File: config.mk
export PLATFORM = sky130hd
export DESIGN_NAME = bankcard_switch
export DESIGN_NICKNAME = d
export VERILOG_FILES = /design/src/rtl/bankcard_switch.sv
export SDC_FILE = /design/constraint.sdc
export NUM_CORES = 1
export LEC_CHECK = 0
export ABC_AREA = 1
export BUFFER_PORTS_ARGS = -buffer_cell sky130_fd_sc_hd__buf_2
export CAP_MARGIN = 10
export CORE_AREA = 2 2 39 41
export CTS_BUF_LIST = sky130_fd_sc_hd__clkbuf_8
export DETAILED_ROUTE_END_ITERATION = 12
export DIE_AREA = 0 0 41 43
export PLACE_DENSITY_LB_ADDON = 0.2
export SLEW_MARGIN = 20
export SYNTH_ARGS = -nofsm -noshare
export SYNTH_HDL_FRONTEND = slang
export SYNTH_SLANG_ARGS = --single-unit
File: constraint.sdc
create_clock -name clk -period 1.7 [get_ports clk]
set_clock_uncertainty 0.05 [all_clocks]
set_input_delay 0 -clock clk [delete_from_list [all_inputs] [get_ports clk]]
set_output_delay 0 -clock clk [all_outputs]
set_load 0.1 [all_outputs]
File: src/rtl/bankcard_switch.sv
module bankcard_switch #(
  parameter int ARM_LEVEL = 2,
  localparam int CW = $clog2(ARM_LEVEL + 1)
) (
  input  logic       clk,
  input  logic       rst_n,
  input  logic       sw_strobe,
  input  logic       sw_write,
  input  logic [3:0] sw_off,
  output logic       rd_ram,
  output logic       wr_en,
  output logic       alt_bank,
  output logic [2:0] block
);

  logic [CW-1:0] arm_cnt;
  logic          mode_hit, arm_hit;

  assign mode_hit = sw_strobe & ~sw_off[2];
  assign arm_hit  = sw_off[0];
  assign wr_en    = (arm_cnt == CW'(ARM_LEVEL));

  logic unused_dir;
  assign unused_dir = sw_write;

  always_ff @(posedge clk) begin
    if (!rst_n) begin
      rd_ram   <= 1'b0;
      alt_bank <= 1'b1;
      arm_cnt  <= CW'(ARM_LEVEL);
      block    <= '0;
    end else if (sw_strobe) begin
      if (mode_hit) begin
        rd_ram   <= ~(sw_off[0] ^ sw_off[1]);
        alt_bank <= sw_off[3];
        if (!arm_hit)
          arm_cnt <= '0;
        else if (arm_cnt != CW'(ARM_LEVEL))
          arm_cnt <= arm_cnt + 1'b1;
      end else begin
        block <= {sw_off[3], sw_off[1:0]};
      end
    end
  end

endmodule


==> results of run 1 <==
cells in the mapped netlist:
| cell type | number | share of area [%] |
|---|---|---|
| dfxtp_1 | 7 | 45 |
| inv_1 | 5 | 6.1 |
| nand2_1 | 6 | 7.3 |
| nor2_4 | 1 | 3.6 |
| ha_1 | 1 | 4.0 |
| o21ai_1 | 1 | 1.6 |
| nand3_1 | 4 | 6.5 |
| nand2_2 | 1 | 2.0 |
| nor2_1 | 12 | 15 |
| xnor2_1 | 1 | 2.8 |
| inv_2 | 1 | 1.2 |
| o21ai_0 | 3 | 4.9 |
timing repair:
action | in CTS | in global routing
resized for setup | 0 | 0
hold buffers | 3 | 0
endpoints found under the hold margin | 3 | 0
power by group:
part           internal (mW)  switching (mW)  leakage, nW
logic                 0.0333           0.112        0.155
clock network          0.156          0.0697       0.0269
registers              0.176         0.00466       0.0578
total                  0.366           0.186        0.240
tightest hold or removal path, delay by kind of cell:
| family | cells | cell delay [ns] |
|---|---|---|
| AND/OR/NAND/NOR | 1 | 0.07 |
| buffers and inverters | 1 | 0.09 |
| AO/OA/AOI/OAI | 1 | 0.08 |
cells by family after synthesis:
group	after synthesis	share of synthesized area [%]
adders and majority gates	1	4.05
xor gates and xnor gates	1	2.83
and+or+nand+nor	24	34.0
DFF	7	45.3
AOI/OAI and AO/OA	4	6.47
buffers and inverters	6	7.29
registers in the layout, indices dropped and copies added (netlist names):
name	flops
alt_bank	1
arm_cnt	2
block	3
rd_ram	1
through the flow:
step                instances  util [%]  hold WS (ns)  power, mW  cell area [sq um]
floorplan                  43         -        0.0341      0.299                312
global placement           71      28.3         0.187      0.325                392
detailed placement         71      28.3         0.196      0.325                392
CTS                        78      33.7       0.00786      0.565                467
global route               78      33.7        0.0451      0.587                467
finish                     78      33.7       0.00584      0.552                467
area by class of cell:
cell class / instances / share of cell area, %
Multi-Input combinational cell: 30 / 31.9
Sequential cell: 7 / 30.0
Timing Repair Buffer: 15 / 19.3
Clock buffer: 3 / 8.85
Inverter: 6 / 4.83
Tap cell: 16 / 4.29
Clock inverter: 1 / 0.804
worst paths after layout:
path                                 from        to  slack (ns)  cells past startpoint
worst min register to register   block[0]  block[0]        0.42                      2
worst max-delay path            sw_off[3]  alt_bank        0.43                      5
worst max register to register   alt_bank  alt_bank        0.57                      3
worst min-delay path            sw_off[1]  block[1]       0.006                      3
layer usage:
metal / vias to the layer above / GRT usage, % / routed length, microns
met3: 0 / 7.85 / 44
met1: 140 / 10.0 / 296
met5: - / 0 / 0
met4: 0 / 4.00 / 0
met2: 7 / 14.4 / 326
li1: 171 / - / -
==> results.md, run 1 <==
* Crit start category: input pin
* Row count at 14
* Worst-path fanout max at 2
* Crit-path cells: dlygate4sd3_1 -> buf_2 -> nand2_1 -> nand3_1 -> dlygate4sd3_1
* Vias in the first global route at 292
* PortBufs at 12
* Post-DR wirelength/cell at 8.55 microns
* CTS tree: done
* Final setup vio count at 0
* Setup WS post-layout at 0.426 ns
* Clk_lat worst skew at 0.22 ns
* Via Count at 318
* Cells after synthesis at 43
* Setup TNS at 0 ns
* Critical Path AT at 1.33 ns
* Max-Slew Margin vs Limit at 68.0%
* Yosys Warn Count at 0
* Antenna cells at 0
* Final min period at 1.27 ns
* Most frequent cells in the layout: nor2_1, buf_2, dfxtp_1, inv_1, nand2_1
* Lkg Pwr at 0.240 nW
* Sequential area share after synthesis at 45.3%
* Clk buf depth at 2
* Fmax at 785 MHz
* Nature of the critical path endpoint: flop
* CP bufs+invs at 3
* Drt total wl at 667 microns
* Multi-input combinational cell area at 149 sq um
* Place WS at 0.643 ns
* Pin count of the biggest net entering global routing at 8
* H-tree depth at 1
* Gr usage total at 9.86%
* Max Cap Viol at 0
* RSZ-0062 raised after global routing: no
* Total global routing overflow at 0
* # fillers at 155
* Seq cells post-synth at 7
* Max-slew violations at 0
* Synth cell types at 12
* First-pass iteration count of the detailed router at 2
* Initial Util at 22.3%
* Synth Area per Inst at 7.19 sq um
* Initial antenna violation count at 0
* Final Wtd Congestion at 0.704
* Worst Hold Class: in2reg
* CP top delay family: buffers and inverters
* CP max stage cell: dlygate4sd3_1
* CP dominant cell by count: dlygate4sd3_1
* Power density over the cells at 1180 mW/mm^2
* First-pass GRT wire length at 1120 microns
* Period utilization at 74.9%
* Mapped Nets at 52
* Netlist Area Pre-Place at 309 sq um
* Die span in y at 43 microns
* Maximum VDD drop at 0.000396 V
* Die width at 41 microns
* Endpoints failing hold at 0
* Seq. cell area at 140 sq um
* DR DRC count at 0
* Initial drt markers at 5
* Clock root buffer: clkbuf_8
* Largest stage delay, worst path at 0.55 ns
* I/O pin count at 14
* DR vias/cell at 4.08
* Area of the core at 0.00138 sq mm
* Clk slew on worst S/H paths at 0.04 ns
* Postcts setup bufs at 0
* Pin slew with the least headroom to its limit at 0.484 ns
* Full die area at 0.00176 sq mm
* CTS buffer count at 3
* P&R area growth vs syn at 51.0%
* Worst endpoint required time at 1.76 ns
* Status: completed
* Routed Antenna Nets at 0
* Proportion of layout cells with a drive suffix above 1 at 30.6%
* CTS Sinks at 7
* Layout Nets at 72
* Critical path class: in2reg
* DP HPWL at 510 microns
Power figures use the tool's default switching activity.
==> run 2: changes to the inputs <==
clock period = 1.15 ns   (was 1.7 ns; I/O delays follow)
==> results.md, run 2 (same netlist as run 1, synthesis figures left out) <==
* Pin count of the biggest net entering global routing at 8
* CTS tree: done
* First-pass iteration count of the detailed router at 2
* Placed cell areas at 425 sq um
* Nature of the critical path endpoint: flop
* DR vias/cell at 4.13
* Comb power frac at 28.1%
* Min-delay src: sw_off[1]
* Setup WS post-layout at 0.111 ns
* Row count at 14
* P_sw at 0.289 mW
* Most frequent cells in the layout: nor2_1, buf_2, inv_1, nand2_1, dfxtp_2
* First-pass GRT wire length at 1160 microns
* R2R depth at 7
* Clk slew on worst S/H paths at 0.04 ns
* Full die area at 0.00176 sq mm
* Most common cell after layout, fill and taps aside: nor2_1
* CP top delay family: simple AND/OR/NAND/NOR gates
* Place WS at 0.0789 ns
* Most flops, register: block
* Power density over the cells at 1720 mW/mm^2
* Seq pwr share at 32.0%
* Max-Slew Margin vs Limit at 67.9%
* WHS Path Cells at 3
* Clk buf depth at 2
* CTS Sinks at 7
* Initial drt markers at 1
* DR DRC count at 0
* Final Wtd Congestion at 0.601
* Post-DR wirelength/cell at 9.01 microns
* Critical Path AT at 1.15 ns
* H-tree depth at 1
* CTS buffer count at 3
* Die width at 41 microns
* Drt total wl at 694 microns
* Largest stage delay, worst path at 0.32 ns
* Period utilization at 90.4%
* Max FFs per register at 3
* Worst R2R Start: arm_cnt[0]
* Final min period at 1.04 ns
* Critical path class: reg2reg
* Clk pwr share at 40.0%
* Initial antenna violation count at 0
* Hold Path Sink: block[1]
* Clk_lat worst skew at 0.23 ns
* Vias in the first global route at 284
* Endpoints failing hold at 0
* RSZ-0062 raised after global routing: no
* I/O pin count at 14
* Maximum VDD drop at 0.000772 V
* Worst Hold Class: in2reg
* PortBufs at 12
* Int Pwr at 0.562 mW
* P&R area growth vs syn at 60.3%
* DP HPWL at 514 microns
* Crit-path cells: inv_1 -> ha_4 -> nand2_2 -> nand3_2 -> nand2_1 -> nand2_1 -> nor2_1
* Routed Antenna Nets at 0
* Layout Nets at 71
* FF-to-FF setup slack at 0.11 ns
* Final setup vio count at 0
* # fillers at 150
* Fin Hold WS at 0.0282 ns
* Fmax at 962 MHz
* Die span in y at 43 microns
* Fin area at 495 sq um
* Via Count at 318
* Crit start category: flop
* Initial Util at 22.3%
* Gr usage total at 10.4%
* Antenna cells at 0
* CP bufs+invs at 1
* Worst endpoint required time at 1.26 ns
* Max Cap Viol at 0
* Max-slew violations at 0
* Total global routing overflow at 0
* Pin slew with the least headroom to its limit at 0.484 ns
* Area of the core at 0.00138 sq mm
* Proportion of layout cells with a drive suffix above 1 at 42.6%
* CP dominant cell by count: nand2_1
* Worst-path fanout max at 3
* CP max stage cell: dfxtp_1
* Worst R2R End: arm_cnt[0]
* Switching Share at 34.0%
* Top flop regs: block (3), arm_cnt (2)
* Status: completed
* Clock root buffer: clkbuf_8
* Lkg Pwr at 0.250 nW
## run 2: stage by stage
step           cells  power [mW]  setup TNS, ns  utilization, %
6_report          77       0.850              0            35.8
5_1_grt           77       0.900              0            35.8
4_1_cts           77       0.865              0            35.4
3_5_place_dp      71       0.508              0            30.7
3_3_place_gp      71       0.509              0            30.7
2_1_floorplan     43       0.455        -0.0466               -
## run 2: layout make-up
class,instances,area (sq um),area share (%)
sequential,7,146,29.5
tap,16,20.0,4.04
multi-input combinational,30,166,33.6
timing repair buffer,14,95.1,19.2
clock buffer,3,41.3,8.33
inverter,6,22.5,4.55
clock inverter,1,3.75,0.758
## run 2: worst max path at each step
stage               startpoint    endpoint  depth (start not counted)
floorplan           arm_cnt[0]  arm_cnt[0]                          7
global placement    arm_cnt[0]  arm_cnt[1]                          6
detailed placement  arm_cnt[0]  arm_cnt[0]                          6
CTS                 arm_cnt[0]  arm_cnt[0]                          6
global route        arm_cnt[0]  arm_cnt[0]                          6
finish              arm_cnt[0]  arm_cnt[0]                          7
## run 2: layer usage
layer	track usage (%)	wire [microns]	vias up	share of wire, %
met5	0	0	-	0
met2	13.1	295	14	43
met1	11.9	324	136	47
li1	-	-	168	-
met4	6.00	0	0	0
met3	7.85	74	0	11
## run 2: power by group through the flow
stage / clock (mW) / sequential [mW] / combinational, mW
after CTS: 0.354 / 0.272 / 0.239
after global routing: 0.368 / 0.274 / 0.258
after floorplan: 0 / 0.361 / 0.0935
final: 0.340 / 0.272 / 0.239
after detailed placement: 0 / 0.276 / 0.232
after global placement: 0 / 0.276 / 0.233
## run 2: worst reg2reg max path: cells and delay by family (launching register included)
kind	cells	cell delay, ns
simple gates	5	0.34
buf+inv	1	0.08
flops	1	0.32
fa+ha+maj	1	0.18
## run 2: what timing repair did
action / in CTS / in global routing
gates resized for setup: 0 / 1
hold buffers: 2 / 0
buffers inserted: 0 / 0
setup endpoints to repair: 0 / 2
hold endpoints to repair: 3 / 0
